==> src/rtl/hwm_pkg.sv <==
package hwm_pkg;

  typedef enum logic [2:0] {
    WIN_NONE   = 3'd0,
    WIN_LIN    = 3'd1,
    WIN_TILE_A = 3'd2,
    WIN_TILE_B = 3'd3,
    WIN_REGS   = 3'd4
  } win_e;

  typedef enum logic [1:0] {
    RSRC_ZERO = 2'd0,
    RSRC_DRAM = 2'd1,
    RSRC_REG  = 2'd2
  } rsrc_e;

  // word offsets inside the register page (byte offset >> 1)
  localparam logic [2:0] ROFF_XST_A = 3'd0;
  localparam logic [2:0] ROFF_XST_B = 3'd1;
  localparam logic [2:0] ROFF_STAT  = 3'd2;

endpackage

==> src/rtl/hwm_rst_sync.sv <==
module hwm_rst_sync #(
  parameter int STAGES = 2
) (
  input  logic clk,
  input  logic rst_n,
  output logic rst_sync_n
);
  logic [STAGES-1:0] sync_q;

  always_ff @(posedge clk or negedge rst_n) begin
    if (!rst_n) sync_q <= '0;
    else        sync_q <= {sync_q[STAGES-2:0], 1'b1};
  end

  assign rst_sync_n = sync_q[STAGES-1];
endmodule

==> src/rtl/hwm_tile_map.sv <==
module hwm_tile_map #(
  parameter int ADDR_W  = 24,
  parameter int IDX_W   = 16,
  parameter int VARIANT = 0
) (
  input  logic [ADDR_W-2:0] word,
  output logic [IDX_W-1:0]  idx
);
  localparam logic [31:0] A_KEEP = 32'h0000_7001;
  localparam logic [31:0] A_UP   = 32'h0000_003E;
  localparam logic [31:0] A_DN   = 32'h0000_0FC0;
  localparam logic [31:0] B_KEEP = 32'h0000_7801;
  localparam logic [31:0] B_UP   = 32'h0000_001E;
  localparam logic [31:0] B_DN   = 32'h0000_07E0;

  logic [31:0] w32;
  assign w32 = 32'(word);

  generate
    if (VARIANT == 0) begin : g_tile_a
      assign idx = IDX_W'((w32 & A_KEEP) | ((w32 & A_UP) << 6) | ((w32 & A_DN) >> 5));
    end else begin : g_tile_b
      assign idx = IDX_W'((w32 & B_KEEP) | ((w32 & B_UP) << 6) | ((w32 & B_DN) >> 4));
    end
  endgenerate
endmodule

==> src/rtl/hwm_win_decode.sv <==
module hwm_win_decode
  import hwm_pkg::*;
#(
  parameter int                ADDR_W      = 24,
  parameter int                IDX_W       = 16,
  parameter logic [ADDR_W-1:0] LIN_BASE    = 24'h30_0000,
  parameter logic [ADDR_W-1:0] LIN_MASK    = 24'hFE_0000,
  parameter logic [7:0]        TILE_A_PAGE = 8'h39,
  parameter logic [7:0]        TILE_B_PAGE = 8'h3A,
  parameter logic [ADDR_W-5:0] REG_PAGE    = 20'hA1500
) (
  input  logic [ADDR_W-1:0] addr,
  output win_e              win,
  output logic [IDX_W-1:0]  idx,
  output logic [2:0]        reg_off
);
  logic [7:0]       page;
  logic [IDX_W-1:0] idx_tile_a;
  logic [IDX_W-1:0] idx_tile_b;
  logic             unused_addr0;

  assign page         = addr[ADDR_W-1 -: 8];
  assign reg_off      = addr[3:1];
  assign unused_addr0 = addr[0];

  hwm_tile_map #(.ADDR_W(ADDR_W), .IDX_W(IDX_W), .VARIANT(0)) u_map_a (
    .word (addr[ADDR_W-1:1]),
    .idx  (idx_tile_a)
  );

  hwm_tile_map #(.ADDR_W(ADDR_W), .IDX_W(IDX_W), .VARIANT(1)) u_map_b (
    .word (addr[ADDR_W-1:1]),
    .idx  (idx_tile_b)
  );

  always_comb begin
    win = WIN_NONE;
    idx = '0;
    if ((addr & LIN_MASK) == LIN_BASE) begin
      win = WIN_LIN;
      idx = addr[IDX_W:1];
    end else if (page == TILE_A_PAGE) begin
      win = WIN_TILE_A;
      idx = idx_tile_a;
    end else if (page == TILE_B_PAGE) begin
      win = WIN_TILE_B;
      idx = idx_tile_b;
    end else if (addr[ADDR_W-1:4] == REG_PAGE) begin
      win = WIN_REGS;
    end
  end
endmodule

==> src/rtl/hwm_mbox_regs.sv <==
module hwm_mbox_regs #(
  parameter int DW = 16
) (
  input  logic          clk,
  input  logic          rst_n,
  input  logic          h_xst_we,
  input  logic [DW-1:0] h_wdata,
  input  logic          h_stat_re,
  input  logic          cp_xst_we,
  input  logic [DW-1:0] cp_wdata,
  input  logic          cp_stat_re,
  output logic [DW-1:0] xst,
  output logic [1:0]    stat
);
  logic [DW-1:0] xst_q, xst_nxt;
  logic [1:0]    stat_q, stat_nxt;
  logic          xst_en, stat_en;

  // next state: host data wins a write collision; any set beats a read-clear
  always_comb begin
    xst_en   = h_xst_we | cp_xst_we;
    xst_nxt  = h_xst_we ? h_wdata : cp_wdata;

    stat_en  = h_xst_we | cp_xst_we | h_stat_re | cp_stat_re;
    stat_nxt = stat_q;
    if (cp_xst_we)      stat_nxt[0] = 1'b1;
    else if (h_stat_re) stat_nxt[0] = 1'b0;
    if (h_xst_we)        stat_nxt[1] = 1'b1;
    else if (cp_stat_re) stat_nxt[1] = 1'b0;
  end

  always_ff @(posedge clk or negedge rst_n) begin
    if (!rst_n) begin
      xst_q  <= '0;
      stat_q <= '0;
    end else begin
      if (xst_en)  xst_q  <= xst_nxt;
      if (stat_en) stat_q <= stat_nxt;
    end
  end

  assign xst  = xst_q;
  assign stat = stat_q;
endmodule

==> src/rtl/host_window_mbox.sv <==
module host_window_mbox
  import hwm_pkg::*;
#(
  parameter int ADDR_W = 24,
  parameter int DW     = 16,
  parameter int IDX_W  = 16
) (
  input  logic              clk,
  input  logic              rst_n,
  input  logic              host_req,
  input  logic              host_we,
  input  logic [ADDR_W-1:0] host_addr,
  input  logic [DW-1:0]     host_wdata,
  output logic              host_rvalid,
  output logic [DW-1:0]     host_rdata,
  input  logic              cp_xst_we,
  input  logic [DW-1:0]     cp_xst_wdata,
  output logic [DW-1:0]     cp_xst_rdata,
  input  logic              cp_stat_re,
  output logic [DW-1:0]     cp_stat_rdata,
  output logic              dram_en,
  output logic              dram_we,
  output logic [IDX_W-1:0]  dram_addr,
  output logic [DW-1:0]     dram_wdata,
  input  logic [DW-1:0]     dram_rdata
);
  logic             rst_core_n;
  win_e             win;
  logic [IDX_W-1:0] idx;
  logic [2:0]       reg_off;
  logic [DW-1:0]    xst;
  logic [1:0]       stat;
  logic [DW-1:0]    stat_word;

  logic             dram_hit, reg_hit, rd_fire;
  logic             h_xst_we, h_stat_re;

  logic             rvalid_q, rvalid_nxt;
  rsrc_e            rsrc_q, rsrc_nxt;
  logic [DW-1:0]    reg_rdata_q, reg_rdata_nxt;

  hwm_rst_sync #(.STAGES(2)) u_rst_sync (
    .clk        (clk),
    .rst_n      (rst_n),
    .rst_sync_n (rst_core_n)
  );

  hwm_win_decode #(.ADDR_W(ADDR_W), .IDX_W(IDX_W)) u_decode (
    .addr    (host_addr),
    .win     (win),
    .idx     (idx),
    .reg_off (reg_off)
  );

  hwm_mbox_regs #(.DW(DW)) u_mbox (
    .clk        (clk),
    .rst_n      (rst_core_n),
    .h_xst_we   (h_xst_we),
    .h_wdata    (host_wdata),
    .h_stat_re  (h_stat_re),
    .cp_xst_we  (cp_xst_we),
    .cp_wdata   (cp_xst_wdata),
    .cp_stat_re (cp_stat_re),
    .xst        (xst),
    .stat       (stat)
  );

  assign stat_word = {{(DW-2){1'b0}}, stat};

  // access steering
  always_comb begin
    dram_hit  = host_req && (win == WIN_LIN || win == WIN_TILE_A || win == WIN_TILE_B);
    reg_hit   = host_req && (win == WIN_REGS);
    rd_fire   = host_req && !host_we;
    h_xst_we  = reg_hit && host_we && (reg_off == ROFF_XST_A || reg_off == ROFF_XST_B);
    h_stat_re = reg_hit && !host_we && (reg_off == ROFF_STAT);
  end

  assign dram_en    = dram_hit;
  assign dram_we    = dram_hit && host_we;
  assign dram_addr  = idx;
  assign dram_wdata = host_wdata;

  // read return path: next state
  always_comb begin
    rvalid_nxt    = rd_fire;
    rsrc_nxt      = RSRC_ZERO;
    reg_rdata_nxt = '0;
    if (dram_hit) begin
      rsrc_nxt = RSRC_DRAM;
    end else if (reg_hit) begin
      rsrc_nxt = RSRC_REG;
      unique case (reg_off)
        ROFF_XST_A, ROFF_XST_B: reg_rdata_nxt = xst;
        ROFF_STAT:              reg_rdata_nxt = stat_word;
        default:                reg_rdata_nxt = '0;
      endcase
    end
  end

  // read return path: registers
  always_ff @(posedge clk or negedge rst_core_n) begin
    if (!rst_core_n) begin
      rvalid_q    <= 1'b0;
      rsrc_q      <= RSRC_ZERO;
      reg_rdata_q <= '0;
    end else begin
      rvalid_q <= rvalid_nxt;
      if (rd_fire) begin
        rsrc_q      <= rsrc_nxt;
        reg_rdata_q <= reg_rdata_nxt;
      end
    end
  end

  always_comb begin
    unique case (rsrc_q)
      RSRC_DRAM: host_rdata = dram_rdata;
      RSRC_REG:  host_rdata = reg_rdata_q;
      default:   host_rdata = '0;
    endcase
  end

  assign host_rvalid   = rvalid_q;
  assign cp_xst_rdata  = xst;
  assign cp_stat_rdata = stat_word;
endmodule

==> config.mk <==
export PLATFORM = sky130hd
export DESIGN_NAME = host_window_mbox
export DESIGN_NICKNAME = d
export VERILOG_FILES = /design/src/rtl/hwm_pkg.sv /design/src/rtl/hwm_rst_sync.sv /design/src/rtl/hwm_tile_map.sv /design/src/rtl/hwm_win_decode.sv /design/src/rtl/hwm_mbox_regs.sv /design/src/rtl/host_window_mbox.sv
export SDC_FILE = /design/constraint.sdc
export NUM_CORES = 1
export LEC_CHECK = 0
export BUFFER_PORTS_ARGS = -buffer_cell sky130_fd_sc_hd__buf_2
export CAP_MARGIN = 20
export CORE_MARGIN = 2
export CORE_UTILIZATION = 45
export DETAILED_ROUTE_END_ITERATION = 16
export PLACE_DENSITY = 0.93
export RECOVER_POWER = 50
export SYNTH_ARGS = -nofsm -noshare
export SYNTH_HDL_FRONTEND = slang
export SYNTH_HIERARCHICAL = 1
export SYNTH_SLANG_ARGS = --single-unit
==> constraint.sdc <==
create_clock -name clk -period 5.3 [get_ports clk]
set_input_delay 1.06 -clock clk [delete_from_list [all_inputs] [get_ports clk]]
set_output_delay 1.06 -clock clk [all_outputs]
set_load 0.05 [all_outputs]
==> impl_results.md <==
- Outcome: finished with violations
- Failing checks: max-capacitance violations, max-slew violations
- Clock-pin slew on the worst setup and hold paths: roughly 0.080 ns
- Pwr Total: 729 uW
- Remaining DRCs: 0
- Period utilisation layout: around 84%
- Max rail drop VDD: 0.173 mV
- CTS root buf: clkbuf_8
- Final min period: approximately 4.4 ns
- Seq/Total Area, Yosys: ~34%
- Leakage: roughly 1.5 nW
- Setup WS post-layout: approximately 0.86 ns
- First-pass GRT wire length: approximately 11,000 um
- CP endpoint kind: output pin
- CTS resizes: 0
- Most frequent cells in the layout: buf_2 (111), dfrtp_1 (39), clkbuf_1 (35), a22oi_1 (30), nand2_1 (21)
- Total GRT Usage: between 10% and 20%
- CP required: between 4 and 5 ns
- Routability Congestion: 0.861
- CP Launch Type: input pin
- Most common cell after layout, fill and taps aside: buf_2
- Cts hold-fix bufs: 0
- CTS Buf Count: 5
- Wirelength per Cell: 14.5 um
- Congestion Overflow GR: 0
- Least-Margin Pin Slew: just under 2 ns
- Library cells used by synthesis: 43
- Routed Wire Length: around 6700 um
- Die X: approximately 84 um
- Dpl cell area: between 0.003 and 0.004 mm2
- Finished Layout Cells: between 400 and 500
- Final nets: 467
- CORE AREA: roughly 0.0062 mm2
- Relative slew slack: -30.1%
- Power per Cell Area: roughly 230 mW/mm2
- FMAX: 0.225 GHz
- Setup bufs post-CTS: 0
- Reg-to-reg slack, setup: 3.28 ns
- Tightest Hold Check Type: register to register
- WS Path Type: input pin to output pin
- Count of final max-slew check failures: 38
- Vias in the first global route: 2,324
- Layout Skew: between 0.009 and 0.01 ns
- WHS: approximately 0.36 ns
- Clock tree from TritonCTS: yes
- N_diodes: 0
- Final hold vios: 0
- Design Area, Final: 0.00317 mm2
- Pre-CTS WS: 0.867 ns
- Initial Utilization: a little under half
- Syn Std Cell Area: between 0.002 and 0.003 mm2
- Setup Viol. Count Final: 0
- PortBufs: ~150
- Synth async-reset ratio: between 90% and 100%
- Syn. warnings: 6
- Layout area overhead: 11.0%
- Setup tns final: 0 ns
- Layout cells sized above 1: 33.8%
- Main synth FF type: dfrtp_1
- Number of synthesized flops with an enable pin: 0
- RSZ-0062 raised after global routing: false
- Initial antenna violation count: 0
- Detail Placement HPWL: 5080 um
- Std-Cell Rows: 29
- Post-Synthesis Mean Instance Area: between 9 and 10 um2
- Clk sinks: 39
- Post-synthesis register bit count: 39
- Crit-path max FO: 16
- Clock Latency Late Sink: a little under 0.3 ns
- Max Buffers Root-to-Sink: 2
- Antenna Violating Nets Remaining: 0
- Die height: about 84 um
- Largest net degree at the start of global routing: 38
- # placed instances: 457
- Max Cap Violations: 1
- Drt first pass iters: 5
- Die area: 0.00699 mm2
- Worst EP arrival: about 3.4 ns
- Vias: 2,489
- Drt via density: 5.35
- Number of I/O pins: between 150 and 200
- H-tree Lvls: 2
- Cell count after synthesis: roughly 300
- First DRT Iteration DRCs: about 130
- Final core occ: 50.7%
logic make-up (layout without fill, tap and decap cells):
logic type                 Yosys count  after routing  synth area share (%)
other                                4             17                 0.526
and+or+nand+nor                     65             65                  12.7
adders and majority gates            2              2                 0.877
AOI/OAI and AO/OA                   87             87                  22.9
buffers and inverters               91            162                  23.2
DFF                                 39             39                  34.2
muxes                               16             16                  5.61
state kept, by name, summed over array words and instances, names as in the netlist:
signal,cells
u_rst_sync/sync_q,2
reg_rdata_q,16
u_mbox/stat,2
rsrc_q,2
u_mbox/xst,16
host_rvalid,1
area by class of cell:
cell class	instances	area [um2]
well taps	77	96.3
flip-flops and latches	39	976
clock inverters	2	16.3
inverters	6	22.5
multi-input cells	187	1270
repair buffers	148	702
fillers	605	3070
clock buffers	6	82.6
routing by layer:
| layer | vias up | track usage [%] | share of wire [%] |
|---|---|---|---|
| met5 | - | 0 | 0 |
| met4 | 0 | 6.01 | 1.0 |
| met3 | 6 | 2.77 | 7.2 |
| met2 | 118 | 34.6 | 53 |
| met1 | 1197 | 22.8 | 38 |
| li1 | 1168 | - | - |
Yosys cell counts, types with 2 or more instances:
library cell / number / area share (%)
buf_4: 65 / 17
dfrtp_1: 39 / 34
a22oi_1: 30 / 7.9
nand2_1: 21 / 2.8
nor2_1: 19 / 2.5
mux2i_1: 16 / 5.6
o2bb2ai_1: 16 / 4.9
a22o_1: 15 / 4.6
o21ai_1: 9 / 1.6
clkbuf_1: 8 / 1.1
o21ai_0: 8 / 1.4
inv_1: 6 / 0.79
nor2b_1: 5 / 1.1
buf_2: 4 / 0.70
conb_1: 4 / 0.53
buf_6: 3 / 1.2
clkbuf_8: 3 / 1.4
nor3b_1: 3 / 0.79
nor4_1: 3 / 0.66
a21oi_1: 2 / 0.35
ha_1: 2 / 0.88
o31ai_1: 2 / 0.53
path summary, 6_finish.rpt:
check | startpoint | cells after the start | to
setup reg to reg | u_rst_sync/sync_q[1]$_DFF_PN0_ | 1 | u_mbox/stat[0]$_DFFE_PN0P_
hold / removal | u_rst_sync/sync_q[0]$_DFF_PN0_ | 0 | u_rst_sync/sync_q[1]$_DFF_PN0_
setup / recovery | host_addr[18] | 8 | dram_we
min in group asynchronous | rst_n | 1 | u_rst_sync/sync_q[1]$_DFF_PN0_
max in group asynchronous | u_rst_sync/sync_q[1]$_DFF_PN0_ | 1 | u_mbox/stat[0]$_DFFE_PN0P_
hold reg to reg | u_rst_sync/sync_q[0]$_DFF_PN0_ | 0 | u_rst_sync/sync_q[1]$_DFF_PN0_
critical path: stages:
cell and delay [ns]:
buf_2 0.11, or4b_4 0.57, nor3b_4 0.59, o21bai_1 0.23, nor2_1 0.08, nor3b_1 0.31, and2_1 0.18, buf_2 0.25
power breakdown:
| part | internal, mW | leakage, nW | total, mW | switching, mW |
|---|---|---|---|---|
| Combinational | 0.0481 | 0.962 | 0.197 | 0.149 |
| Sequential | 0.311 | 0.498 | 0.322 | 0.0111 |
| Clock | 0.106 | 0.0474 | 0.210 | 0.104 |
| Total | 0.465 | 1.51 | 0.729 | 0.264 |
Note: power is estimated with default switching activity, not from simulation.
